--- src/rtl/sreg_pkg.sv ---
package sreg_pkg;

    // Strobe edges and sampled data as seen inside the system clock domain
    typedef struct packed {
        logic shift_rise;
        logic latch_rise;
        logic data;
    } strobe_t;

    // Rising edge from the current and previous synchronized level
    function automatic logic rise_of(input logic now_lvl, input logic prev_lvl);
        return now_lvl & ~prev_lvl;
    endfunction

endpackage

--- src/rtl/strobe_sync.sv ---
module strobe_sync
    import sreg_pkg::*;
#(
    parameter int STAGES = 2
) (
    input  logic    clk,
    input  logic    rst,
    input  logic    shift_clk,
    input  logic    latch_clk,
    input  logic    ser_in,
    output strobe_t strb
);
    // Strobe chain: one extra stage gives the previous level for edge detection
    localparam int SDEPTH = STAGES + 1;

    logic [1:0] strobe_q [SDEPTH];
    logic       data_q   [STAGES];

    genvar g;
    generate
        for (g = 0; g < SDEPTH; g++) begin : g_strobe
            always_ff @(posedge clk) begin
                if (rst)
                    strobe_q[g] <= '0;
                else if (g == 0)
                    strobe_q[g] <= {shift_clk, latch_clk};
                else
                    strobe_q[g] <= strobe_q[(g == 0) ? 0 : g - 1];
            end
        end
        for (g = 0; g < STAGES; g++) begin : g_data
            always_ff @(posedge clk) begin
                if (rst)
                    data_q[g] <= 1'b0;
                else if (g == 0)
                    data_q[g] <= ser_in;
                else
                    data_q[g] <= data_q[(g == 0) ? 0 : g - 1];
            end
        end
    endgenerate

    always_comb begin
        strb.shift_rise = rise_of(strobe_q[STAGES-1][1], strobe_q[STAGES][1]);
        strb.latch_rise = rise_of(strobe_q[STAGES-1][0], strobe_q[STAGES][0]);
        strb.data       = data_q[STAGES-1];
    end

endmodule

--- src/rtl/shift_chain.sv ---
module shift_chain #(
    parameter int WIDTH    = 8,
    parameter int RECOVERY = 3
) (
    input  logic             clk,
    input  logic             rst,
    input  logic             clr_n,
    input  logic             shift_rise,
    input  logic             data,
    output logic [WIDTH-1:0] stages,
    output logic             ready
);
    localparam int CW = $clog2(RECOVERY + 1);

    logic [CW-1:0] settle_cnt;

    assign ready = (settle_cnt == CW'(RECOVERY));

    // Clear acts at once; rst acts on the clock
    always_ff @(posedge clk or negedge clr_n) begin
        if (!clr_n) begin
            stages     <= '0;
            settle_cnt <= '0;
        end else if (rst) begin
            stages     <= '0;
            settle_cnt <= '0;
        end else begin
            if (shift_rise && ready)
                stages <= {stages[WIDTH-2:0], data};
            if (!ready)
                settle_cnt <= settle_cnt + CW'(1);
        end
    end

endmodule

--- src/rtl/store_reg.sv ---
module store_reg #(
    parameter int WIDTH = 8
) (
    input  logic             clk,
    input  logic             rst,
    input  logic             latch_rise,
    input  logic [WIDTH-1:0] stages,
    output logic [WIDTH-1:0] held
);
    always_ff @(posedge clk) begin
        if (rst)
            held <= '0;
        else if (latch_rise)
            held <= stages;
    end

endmodule

--- src/rtl/sipo_latch_expander.sv ---
module sipo_latch_expander
    import sreg_pkg::*;
#(
    parameter int WIDTH       = 8,
    parameter int SYNC_STAGES = 2,
    parameter int RECOVERY    = 3
) (
    input  logic             clk,
    input  logic             rst,
    input  logic             ser_in,
    input  logic             shift_clk,
    input  logic             latch_clk,
    input  logic             clr_n,
    input  logic             oe_n,
    output logic [WIDTH-1:0] par_data,
    output logic [WIDTH-1:0] par_oe,
    output logic             ser_out
);
    strobe_t          strb;
    logic             shift_rise;
    logic             latch_rise;
    logic             sync_data;
    logic             shift_ready;
    logic [WIDTH-1:0] chain;
    logic [WIDTH-1:0] held;

    strobe_sync #(.STAGES(SYNC_STAGES)) u_sync (
        .clk       (clk),
        .rst       (rst),
        .shift_clk (shift_clk),
        .latch_clk (latch_clk),
        .ser_in    (ser_in),
        .strb      (strb)
    );

    assign shift_rise = strb.shift_rise;
    assign latch_rise = strb.latch_rise;
    assign sync_data  = strb.data;

    shift_chain #(.WIDTH(WIDTH), .RECOVERY(RECOVERY)) u_chain (
        .clk        (clk),
        .rst        (rst),
        .clr_n      (clr_n),
        .shift_rise (shift_rise),
        .data       (sync_data),
        .stages     (chain),
        .ready      (shift_ready)
    );

    store_reg #(.WIDTH(WIDTH)) u_store (
        .clk        (clk),
        .rst        (rst),
        .latch_rise (latch_rise),
        .stages     (chain),
        .held       (held)
    );

    assign par_data = held;
    assign par_oe   = {WIDTH{~oe_n}};
    assign ser_out  = chain[WIDTH-1];

endmodule

--- config.mk ---
export PLATFORM = sky130hd
export DESIGN_NAME = sipo_latch_expander
export DESIGN_NICKNAME = d
export VERILOG_FILES = /design/src/rtl/sreg_pkg.sv /design/src/rtl/strobe_sync.sv /design/src/rtl/shift_chain.sv /design/src/rtl/store_reg.sv /design/src/rtl/sipo_latch_expander.sv
export SDC_FILE = /design/constraint.sdc
export NUM_CORES = 1
export LEC_CHECK = 0
export ABC_AREA = 0
export ABC_CLOCK_PERIOD_IN_PS = 1700
export BUFFER_PORTS_ARGS = -buffer_cell sky130_fd_sc_hd__buf_4
export CAP_MARGIN = 20
export CORE_UTILIZATION = 50
export DETAILED_ROUTE_END_ITERATION = 10
export GPL_TIMING_DRIVEN = 0
export PLACE_DENSITY = 0.76
export SYNTH_ARGS = -nofsm -noshare
export SYNTH_HDL_FRONTEND = slang
export SYNTH_SLANG_ARGS = --single-unit
--- constraint.sdc ---
create_clock -name clk -period 1.7 [get_ports clk]
set_clock_uncertainty 0.2 [all_clocks]
set_input_delay 0.085 -clock clk [delete_from_list [all_inputs] [get_ports clk]]
set_output_delay 0.085 -clock clk [all_outputs]
set_load 0.02 [all_outputs]
; ---- Word-level counts from Yosys, hierarchy flattened
; Memories as Yosys holds them, arrays and structs flattened. A register that Yosys moved wholly into a read port is not among the register bits.
; Cells that the tools add are included.
[totals]
ff_bits = 20
n_memories = 2
elab_cells = 36
mem_bits_rw = 8
[op_classes]
n_addsub = 1
n_bitwise = 10
n_reduce_logical = 3
eq_ne = 2
mux = 13
[mem_list]
columns = memory, depth, word_bits, read_ports, rd_clocked_by_memory_dff, write_ports, line
row1 = u_sync.strobe_q, 3, 2, 3, 0, 3, strobe_sync.sv:16  ; logic [1:0] strobe_q [SDEPTH];
row2 = u_sync.data_q, 2, 1, 2, 1, 2, strobe_sync.sv:17  ; logic data_q [STAGES];
[op_table]
columns = cell, n
row1 = 2-to-1 mux 8 bit, 2
row2 = 2-to-1 mux 2 bit, 5
row3 = 2-to-1 mux 1 bit, 6
row4 = OR 1 bit, 5
row5 = NOT 1 bit, 3
row6 = adder 2 x 1 -> 2 bit (second input constant), 1
row7 = bitwise AND 1 bit, 2
row8 = == test 2 bit (second input constant), 1
row9 = != test 2 bit (second input constant), 1
row10 = nonzero test 2 bit, 1
row11 = logical AND 1 bit, 1
row12 = zero test 1 bit, 1

; ---- Longest topological paths before layout
; Gate-level depths: netlist of run 1.
[logic_depth]
depth_word = 5
depth_mapped = 5
depth_no_buf = 4

; ---- Modules after synthesis
; Synthesis of run 1 repeated with hierarchy kept, for this count alone.
[unflattened]
cells_unflattened = 88
hier_area_um2 = 1018.5
[by_module_without_submodules]
columns = mod, seq_area_each_um2, area_each_um2, cells_each, instances
row1 = shift_chain, 250.2, 446.7, 35, 1
row2 = store_reg, 160.2, 285.3, 26, 1
row3 = strobe_sync, 160.2, 230.2, 19, 1
row4 = sipo_latch_expander, 0.0, 56.3, 8, 1

; ---- Worst setup path after synthesis of run 1
; OpenSTA, ideal clock, no wires.
[synth_path]
path_kind = register -> register
startpoint = reg u_chain.settle_cnt[0]
endpoint = reg u_chain.stages[0] (netlist name)
path_buffers = 1
path_stages_with_launch = 6
synth_period_minus_slack_ns = 1.367
arrival_time_ns = 1.044
setup_slack_ns = 0.333
t_required_ns = 1.377
path_cell_list = dfrtp_1 -> ha_1 -> and3b_1 -> buf_4 -> nand2_1 -> a21oi_1
[synth_rtl]
columns = element, line
row1 = "start, declared", shift_chain.sv:15  ; logic [CW-1:0] settle_cnt;
row2 = "start signal, assigned", shift_chain.sv:31  ; settle_cnt <= settle_cnt + CW'(1);

; ---- Worst setup path in the final report of run 1
[layout_path]
startpoint = reg u_chain.settle_cnt[0]
endpoint = reg u_chain.stages[6]
[layout_via]
elab_chain_cells = 3
[layout_lines]
columns = element, line
row1 = == test 2 bit, shift_chain.sv:17  ; assign ready = (settle_cnt == CW'(RECOVERY));
row2 = logical AND 1 bit, shift_chain.sv:28  ; if (shift_rise && ready)
row3 = nonzero test 2 bit (no line), n/a
row4 = "end signal, assigned", shift_chain.sv:29  ; stages <= {stages[WIDTH-2:0], data};
row5 = "end, declared", shift_chain.sv:10  ; output logic [WIDTH-1:0] stages,
; Every way passes these cells.
; A chain may end at the register's enable or synchronous reset.

==> results of run 1 <==
cells by family (layout without fill, tap and decap cells):
kind of cell | count (synthesis) | in the layout | share of synthesized area [%]
compound gates | 8 | 8 | 4.11
buf+inv | 12 | 45 | 8.35
xor+xnor | 1 | 1 | 0.900
fa+ha+maj | 1 | 1 | 1.29
mux | 9 | 9 | 9.25
flops | 26 | 26 | 58.6
simple gates | 37 | 37 | 17.5
synth_stat cells:
master	n
a21oi_1	8
and3b_1	1
buf_2	2
buf_4	9
dfrtp_1	10
dfxtp_1	16
ha_1	1
inv_1	1
mux2i_1	9
nand2_1	16
nand3b_1	1
nor2_1	10
nor2b_1	9
xor2_1	1
metal layers:
| layer | part of all wire (%) | vias to the layer above | routed length (um) | track usage (%) |
|---|---|---|---|---|
| li1 | - | 359 | - | - |
| met1 | 40 | 314 | 686 | 20.2 |
| met2 | 54 | 16 | 918 | 33.0 |
| met3 | 4.1 | 4 | 70 | 5.88 |
| met4 | 1.6 | 0 | 28 | 8.82 |
| met5 | 0 | - | 0 | 0 |
per-stage QoR:
stage	instance area (um2)	power (W)	setup slack, ns
6_report	1290	0.00118	0.232
5_1_grt	1290	0.00124	0.156
4_1_cts	1290	0.00119	0.230
3_5_place_dp	1180	0.000769	0.255
3_3_place_gp	1180	0.000759	0.294
2_1_floorplan	973	0.000722	0.333
placed cells by master, fill, tap and decap left out, types with 2 or more instances in the layout:
master	count
dfxtp_1	16
dfrtp_1	10
nand2_1	16
nor2b_1	9
buf_4	32
dlygate4sd3_1	6
mux2i_1	9
nor2_1	10
a21oi_1	8
buf_2	2
clkbuf_4	3
critical path, delay by kind of cell (launching register included):
kind	cells	cell delay, ns
buffers and inverters	1	0.16
AND/OR/NAND/NOR	2	0.27
flip-flops	1	0.42
adder cells (fa/ha/maj)	1	0.27
AO/OA/AOI/OAI	1	0.06
worst max-delay path by stage:
stage	to	cells after the start	slack [ns]
after CTS	u_chain.stages[5]$_DFFE_PN0P_	4	0.23
after global placement	u_chain.stages[4]$_DFFE_PN0P_	5	0.29
final	u_chain.stages[6]$_DFFE_PN0P_	5	0.23
after detailed placement	u_chain.stages[6]$_DFFE_PN0P_	5	0.25
after floorplan	u_chain.stages[0]$_DFFE_PN0P_	5	0.33
after global routing	u_chain.stages[5]$_DFFE_PN0P_	5	0.16
repair_timing:
| item | CTS | global route |
|---|---|---|
| resized for setup | 0 | 0 |
| hold buffers | 6 | 0 |
| endpoints found under the hold margin | 26 | 0 |
flip-flops by register name, summed over array words and instances (netlist names):
signal              count
u_chain.settle_cnt      2
u_sync.strobe_q         6
u_chain.stages          8
u_store.held            8
u_sync.data_q           2
area by class of cell:
| cell class | count | area [um2] |
|---|---|---|
| Timing Repair Buffer | 29 | 233 |
| Sequential cell | 26 | 571 |
| Tap cell | 25 | 31.3 |
| Fill cell | 141 | 493 |
| Buffer | 11 | 77.6 |
| Clock buffer | 3 | 22.5 |
| Multi-Input combinational cell | 56 | 322 |
| Clock inverter | 1 | 30.0 |
| Inverter | 1 | 3.75 |
power by group:
group	internal [W]	switching [W]
logic	0.0000652	0.0000616
registers	0.000631	0.00000934
clock network	0.000238	0.000179
==> impl_metrics.csv, run 1 <==
group,metric,value,unit
routing,wire_per_inst,11.2,um
pwr,total_leakage_power,0.590,nW
setup_path,worstPathCellList,"ha_1, and3b_1, buf_4, nand2_1, a21oi_1",
routing,firstDrtPassIters,4,
cts,htreeDepth,1,
floorplanning,ioPinCount,24,
global_routing,antenna_found_initial,0,
setup_path,r2r-end,"u_chain.stages[6]$_DFFE_PN0P_",
sta,tns,0,ns
synthesis,avgSynthCellArea,10.4,um2
setup_path,timing.critical_path.from,"u_chain.settle_cnt[0]$_DFFE_PN0P_",
layout,diodes,0,
synthesis,synth_nets,102,
global_routing,track_usage,18.7,%
pwr,power.density,919,nW/um2
placement,dp.final_hpwl,1200,um
synthesis,ys_seq_area_share,58.6,%
sta,fmaxAchievable,0.681,GHz
synthesis,yosysWarnings,0,
floorplanning,fp.dieW,46.1,um
setup_path,cp_max_fo,8,
placement,port_buffers,23,
layout,syn2layout_area_growth,32.5,%
setup_path,end_kind,"flip-flop",
setup_path,worst-r2r-cell-count,5,
outcome,outcome,"completed",
worst_hold_path,min_from,"u_sync.data_q[1]$_SDFF_PP0_",
layout,layout-drive-gt1-share,29.9,%
cts,clk_latency,0.32,ns
floorplanning,die_area,2130,um2
sta,rsz0062_at_grt,"no",
cts,clk_pin_slew,0.14,ns
sta,hold_violations,0,
pwr,ir_worst_vdd,618,uV
synthesis,synth_top_area_share,32.9,%
routing,detailroute.via_count,693,
setup_path,critPathKind,"reg -> reg",
setup_path,r2r_slack,0.23,ns
cts,cts_buffer_depth,2,
floorplanning,start_util,54.6,%
sta,slew_headroom,69.2,%
global_routing,grt_max_degree,16,
setup_path,slowest_stage,"dfrtp_1",
synthesis,yosysTopAreaCell,"dfxtp_1",
setup_path,crit_arrival,1.49,ns
worst_hold_path,hp-class,"reg -> reg",
setup_path,cp.required,1.72,ns
sta,period_needed,1.47,ns
synthesis,synth_seq_cells,26,
cts,cts_setup_buffers,0,
flow_run,max-cap-violations,0,
cts,cts_tree,"built",
global_routing,overflow,0,
setup_path,critPathMaxStageDelay,0.42,ns
cts,clockRootBuffer,"clkbuf_4",
worst_hold_path,holdPathStages,2,
global_routing,grt_pass1_wl,2650,um
synthesis,yosys-top-cells-area,"dfxtp_1 33%, dfrtp_1 26%, mux2i_1 9.3%, buf_4 6.9%, nand2_1 6.2%",
sta,whs,0.247,ns
floorplanning,rows,15,
synthesis,syn_area,973,um2
sta,fin_crit_sh,86.4,%
routing,via_per_inst,4.56,
placement,post-place-cells,142,
routing,finalWirelength,1700,um
setup_path,r2r-start,"u_chain.settle_cnt[0]$_DFFE_PN0P_",
setup_path,startpoint_type,"flip-flop",
worst_hold_path,min_to,"u_chain.stages[0]$_DFFE_PN0P_",
sta,slew_violations,0,
cts,cts.sinks,26,
synthesis,synth_cell_types,14,
floorplanning,coreArea,1780,um2
global_routing,first_global_vias,623,
layout,nNetsFinal,136,
placement,globalplace.congestion,0.708,
routing,detail-route-antenna-nets,0,
sta,tightest_slew,0.460,ns
layout,final_core_utilization,72.4,%
routing,drtIter0Drc,13,
cts,numCtsBuffers,3,
synthesis,synth_cells,94,
sta,finalSetupViolCount,0,
layout,layoutNonFillerInstCount,152,
routing,drc,0,
floorplanning,die_h,46.1,um
Power figures use the tool's default switching activity.
==> run 2, diff against run 1 <==
--- a/config.mk
+++ b/config.mk
@@ -8,10 +8,10 @@
 export ABC_AREA = 0
 export ABC_CLOCK_PERIOD_IN_PS = 1700
 export BUFFER_PORTS_ARGS = -buffer_cell sky130_fd_sc_hd__buf_4
-export CAP_MARGIN = 20
+export CAP_MARGIN = 0
 export CORE_UTILIZATION = 50
 export DETAILED_ROUTE_END_ITERATION = 10
-export GPL_TIMING_DRIVEN = 0
+export GPL_TIMING_DRIVEN = 1
 export PLACE_DENSITY = 0.76
 export SYNTH_ARGS = -nofsm -noshare
 export SYNTH_HDL_FRONTEND = slang
==> run 2 against run 1 <==
  * Total power fell by 1.3%
  * Global-route usage fell by 0.65 points
  * Clock-buffer cell count did not move
  * Sequential power barely moved
  * First-iteration DRC count rose by 38%
  * Utilization fell by 2.2 points
  * Non-clock buffer count fell by 7
  * Combinational power fell by 12%
  * Final cell count fell by 4.6%
  * Largest cell class unchanged
  * Hold slack improved by 0.0087 ns
  * Critical path depth fell by 1
  * Flip-flop and latch count did not move
==> impl_metrics.csv, run 2 (synthesized netlist as in run 1, its figures left out) <==
group,metric,value,unit
pwr,switching_share,20.8,%
cts,numCtsBuffers,3,
floorplanning,die_area,2130,um2
routing,finalWirelength,1570,um
cts,clk_latency,0.32,ns
layout,mostFrequentLayoutCell,"buf_4",
outcome,outcome,"completed",
pwr,power_frac_seq,54.7,%
floorplanning,rows,15,
layout,layout-drive-gt1-share,23.3,%
floorplanning,fp.dieW,46.1,um
worst_hold_path,hp-class,"reg -> reg",
setup_path,cp_common_cell,"dlygate4sd3_1",
floorplanning,coreArea,1780,um2
setup_path,slowest_stage,"dlygate4sd3_1",
pwr,ir_worst_vdd,652,uV
routing,via_per_inst,4.59,
setup_path,crit_arrival,1.51,ns
pwr,internal_power,0.000926,W
global_routing,grt_max_degree,27,
global_routing,overflow,0,
placement,globalplace.congestion,0.719,
floorplanning,start_util,54.6,%
placement,dp.final_hpwl,1020,um
routing,detailroute.via_count,666,
sta,hold_violations,0,
setup_path,cp_max_fo,26,
layout,fillers,139,
setup_path,critPathBufInv,3,
cts,clockRootBuffer,"clkbuf_4",
routing,wire_per_inst,10.8,um
placement,post-place-cells,132,
placement,dp_slack,0.261,ns
cts,cts_buffer_depth,2,
pwr,total_power,0.00117,W
cts,cts.sinks,26,
cts,htreeDepth,1,
pwr,pwr-share-comb,9.6,%
layout,layoutNonFillerInstCount,145,
sta,rsz0062_at_grt,"no",
cts,cts_tree,"built",
routing,detail-route-antenna-nets,0,
sta,slew_headroom,68.5,%
sta,tightest_slew,0.471,ns
routing,drc,0,
layout,nNetsFinal,129,
layout,syn2layout_area_growth,28.4,%
pwr,power.net_switching,0.000243,W
sta,tns,0,ns
global_routing,track_usage,18.1,%
pwr,power.density,936,nW/um2
layout,top_regs,"u_chain.stages (8), u_store.held (8), u_sync.strobe_q (6)",
setup_path,critPathKind,"in -> reg",
layout,diodes,0,
setup_path,startpoint_type,"input port",
sta,finalSetupViolCount,0,
global_routing,antenna_found_initial,0,
sta,setup_slack,0.213,ns
setup_path,worstPathCellList,"dlygate4sd3_1, buf_4, nor2b_1, dlygate4sd3_1",
setup_path,end_kind,"flip-flop",
global_routing,first_global_vias,603,
sta,whs,0.256,ns
floorplanning,ioPinCount,24,
global_routing,grt_pass1_wl,2570,um
layout,final_cell_mix,"24 x buf_4, 16 x nand2_1, 16 x dfxtp_1",
sta,period_needed,1.49,ns
sta,fin_crit_sh,87.5,%
pwr,clkPwrFrac,35.7,%
placement,port_buffers,23,
flow_run,max-cap-violations,0,
routing,firstDrtPassIters,4,
cts,clk_pin_slew,0.14,ns
pwr,total_leakage_power,0.560,nW
setup_path,critPathMaxStageDelay,0.57,ns
sta,slew_violations,0,
setup_path,cp.required,1.73,ns
floorplanning,die_h,46.1,um
setup_path,cp_top_family,"buffers and inverters",
routing,drtIter0Drc,18,
sta,fmaxAchievable,0.672,GHz
[run 2: cell types whose count changed in the layout (fill, tap and decap cells not counted)]
cell	change
buf_4	-8
dlygate4sd3_1	+3
buf_2	-2
[run 2: area by class of cell]
type                            instances  area, um2  area share [%]
Inverter                                1       3.75           0.300
Sequential cell                        26        571            45.6
Clock buffer                            3       22.5            1.80
Timing Repair Buffer                   33        270            21.6
Clock inverter                          1       30.0            2.40
Tap cell                               25       31.3            2.50
Multi-Input combinational cell         56        322            25.7
[run 2: path summary, 6_finish.rpt]
kind | startpoint | endpoint | slack, ns | depth (start not counted)
worst max-delay path | rst | u_sync.strobe_q[0][0]$_SDFF_PP0_ | 0.21 | 4
worst min-delay path | u_sync.data_q[1]$_SDFF_PP0_ | u_chain.stages[0]$_DFFE_PN0P_ | 0.26 | 2
worst max register to register | u_chain.settle_cnt[0]$_DFFE_PN0P_ | u_chain.stages[5]$_DFFE_PN0P_ | 0.23 | 4
worst min register to register | u_sync.data_q[1]$_SDFF_PP0_ | u_chain.stages[0]$_DFFE_PN0P_ | 0.26 | 2
max in group asynchronous | clr_n | u_chain.stages[6]$_DFFE_PN0P_ | 0.41 | 3
min in group asynchronous | clr_n | u_chain.stages[7]$_DFFE_PN0P_ | 0.57 | 3
[run 2: power by group through the flow]
stage                     logic [W]  registers, W  clock network [W]
after floorplan           0.0000716      0.000651                  0
after global placement    0.0000936      0.000652                  0
after detailed placement  0.0000959      0.000652                  0
after CTS                  0.000112      0.000640           0.000423
after global routing       0.000125      0.000643           0.000445
final                      0.000112      0.000640           0.000417
[run 2: metrics by stage]
stage | util (%) | instance area [um2]
after floorplan | - | 973
after global placement | 62.1 | 1110
after detailed placement | 62.1 | 1110
after global routing | 70.1 | 1250
after CTS | 70.1 | 1250
final | 70.1 | 1250
[run 2: timing repair]
item / 4_1_cts / 5_1_grt
hold buffers: 9 / 0
setup buffers: 0 / 0
gates resized for setup: 0 / 0
endpoints found under the hold margin: 36 / 0
[run 2: metal layers]
metal	part of all wire [%]	track usage [%]	vias up
li1	-	-	342
met1	44	21.7	304
met2	50	28.2	15
met3	2.7	3.53	5
met4	3.5	14.1	0
met5	0	0	-
[run 2: tightest hold or removal path: stages, from the launching register on]
cell and delay, ns:
dfxtp_1 0.33, nand2_1 0.05, a21oi_1 0.06
==> run 3, diff against run 2 <==
--- a/config.mk
+++ b/config.mk
@@ -9,10 +9,12 @@
 export ABC_CLOCK_PERIOD_IN_PS = 1700
 export BUFFER_PORTS_ARGS = -buffer_cell sky130_fd_sc_hd__buf_4
 export CAP_MARGIN = 0
-export CORE_UTILIZATION = 50
+export CELL_PAD_IN_SITES_DETAIL_PLACEMENT = 1
+export CELL_PAD_IN_SITES_GLOBAL_PLACEMENT = 2
+export CORE_UTILIZATION = 31
 export DETAILED_ROUTE_END_ITERATION = 10
 export GPL_TIMING_DRIVEN = 1
-export PLACE_DENSITY = 0.76
+export PLACE_DENSITY_LB_ADDON = 0.1
 export SYNTH_ARGS = -nofsm -noshare
 export SYNTH_HDL_FRONTEND = slang
 export SYNTH_SLANG_ARGS = --single-unit
==> run 3 against run 2 <==
  * Largest cell class unchanged
  * The run now ends with design-rule violations left
  * Worst setup slack lost 0.046 ns
  * Non-clock buffer count unchanged
  * Die area rose by 58%
  * Clock power up 2%
  * Critical path depth unchanged
  * Sequential share of layout area fell by 0.27 points
  * Final cell count grew 4.1%
  * Hold slack got worse by 0.0016 ns
  * Sequential power hardly changed
  * Design area is 0.60% higher
==> impl_metrics.csv, run 3 (synthesized netlist as in run 1, its figures left out) <==
group,metric,value,unit
outcome,outcome,"finished with violations",
outcome,violations,"design-rule violations",
pwr,ir_worst_vdd,376,uV
sta,fin_crit_sh,90.2,%
cts,numCtsBuffers,3,
global_routing,first_global_vias,756,
floorplanning,die_area,3370,um2
placement,port_buffers,23,
sta,slew_headroom,67.6,%
setup_path,crit_arrival,1.59,ns
floorplanning,start_util,34.1,%
cts,clk_pin_slew,0.14,ns
floorplanning,die_h,58.0,um
pwr,total_leakage_power,0.560,nW
flow_run,max-cap-violations,0,
layout,syn2layout_area_growth,29.2,%
sta,tightest_slew,0.484,ns
global_routing,antenna_found_initial,0,
setup_path,critPathKind,"reg -> reg",
cts,clockRootBuffer,"clkbuf_4",
layout,layoutNonFillerInstCount,151,
setup_path,critPathBufInv,0,
worst_hold_path,hp-class,"reg -> reg",
setup_path,end_kind,"flip-flop",
global_routing,grt_pass1_wl,3300,um
sta,hold_violations,0,
placement,post-place-cells,138,
routing,via_per_inst,4.57,
pwr,power.density,941,nW/um2
routing,drtIter0Drc,19,
sta,tns,0,ns
sta,rsz0062_at_grt,"no",
routing,drc,4,
routing,detail-route-antenna-nets,0,
floorplanning,coreArea,2850,um2
layout,mostFrequentLayoutCell,"buf_4",
setup_path,r2r-start,"u_chain.settle_cnt[0]$_DFFE_PN0P_",
worst_hold_path,min_from,"u_sync.strobe_q[0][1]$_SDFF_PP0_",
setup_path,cp_top_family,"simple AND/OR/NAND/NOR gates",
floorplanning,fp.dieW,58.0,um
pwr,total_power,0.00118,W
global_routing,track_usage,13.1,%
setup_path,cp.required,1.75,ns
setup_path,critPathMaxStageDelay,0.40,ns
layout,final_cell_mix,"24 x buf_4, 16 x nand2_1, 16 x dfxtp_1",
floorplanning,ioPinCount,24,
floorplanning,rows,19,
cts,cts_tree,"built",
global_routing,overflow,0,
sta,slew_violations,0,
layout,nNetsFinal,129,
layout,top_regs,"u_chain.stages (8), u_store.held (8), u_sync.strobe_q (6)",
placement,dp.final_hpwl,1180,um
layout,layout-drive-gt1-share,23.3,%
cts,cts.sinks,26,
cts,cts_buffer_depth,2,
sta,finalSetupViolCount,0,
setup_path,slowest_stage,"dfrtp_1",
global_routing,grt_max_degree,27,
cts,htreeDepth,1,
routing,wire_per_inst,12.1,um
setup_path,timing.critical_path.from,"u_chain.settle_cnt[0]$_DFFE_PN0P_",
routing,detailroute.via_count,690,
sta,period_needed,1.53,ns
layout,diodes,0,
routing,finalWirelength,1830,um
routing,firstDrtPassIters,7,
cts,clk_latency,0.32,ns
placement,globalplace.congestion,0.687,
setup_path,worstPathCellList,"ha_1, and3b_1, nand2_1, a21oi_1",
sta,fmaxAchievable,0.652,GHz
setup_path,cp_max_fo,8,
setup_path,startpoint_type,"flip-flop",
## run 3: cell counts in the layout (fill, tap and decap cells not counted)
No cell type changed its count.
## run 3: stage by stage
stage | worst slack, ns | hold WS [ns] | instance area (um2) | utilization (%)
finish | 0.167 | 0.254 | 1260 | 44.1
global route | 0.0399 | 0.254 | 1260 | 44.1
CTS | 0.164 | 0.253 | 1260 | 44.1
detailed placement | 0.226 | -0.275 | 1110 | 39.1
global placement | 0.268 | -0.277 | 1110 | 39.1
floorplan | 0.333 | -0.411 | 973 | -
## run 3: repair_timing
item | 4_1_cts | 5_1_grt
hold buffers | 9 | 0
resized for setup | 0 | 0
buffers inserted | 0 | 0
setup endpoints to repair | 0 | 0
endpoints found under the hold margin | 36 | 0
## run 3: cell type report
cell class,count,area (um2)
Timing Repair Buffer,33,270
Sequential cell,26,571
Fill cell,333,1600
Clock inverter,1,30.0
Inverter,1,3.75
Tap cell,31,38.8
Multi-Input combinational cell,56,322
Clock buffer,3,22.5
## run 3: layer usage
metal / vias to the layer above / wire (um) / GRT usage (%) / part of all wire (%)
met5: - / 0 / 0 / 0
met4: 0 / 19 / 5.10 / 1.0
met3: 2 / 80 / 4.02 / 4.4
met2: 19 / 929 / 22.8 / 51
met1: 326 / 799 / 15.1 / 44
li1: 343 / - / - / -
## run 3: where the power goes
group / switching, W / internal, W
Combinational: 0.0000593 / 0.0000572
Sequential: 0.0000105 / 0.000631
Clock: 0.000186 / 0.000238
Total: 0.000256 / 0.000927
## run 3: worst paths after layout
| check | endpoint | slack, ns | cells after the start |
|---|---|---|---|
| worst min register to register | u_sync.strobe_q[1][1]$_SDFF_PP0_ | 0.25 | 1 |
| worst min-delay path | u_sync.strobe_q[1][1]$_SDFF_PP0_ | 0.25 | 1 |
| max in group asynchronous | u_chain.stages[6]$_DFFE_PN0P_ | 0.41 | 3 |
| min in group asynchronous | u_chain.settle_cnt[0]$_DFFE_PN0P_ | 0.57 | 3 |
| worst max register to register | u_chain.stages[0]$_DFFE_PN0P_ | 0.17 | 4 |
| worst max-delay path | u_chain.stages[0]$_DFFE_PN0P_ | 0.17 | 4 |
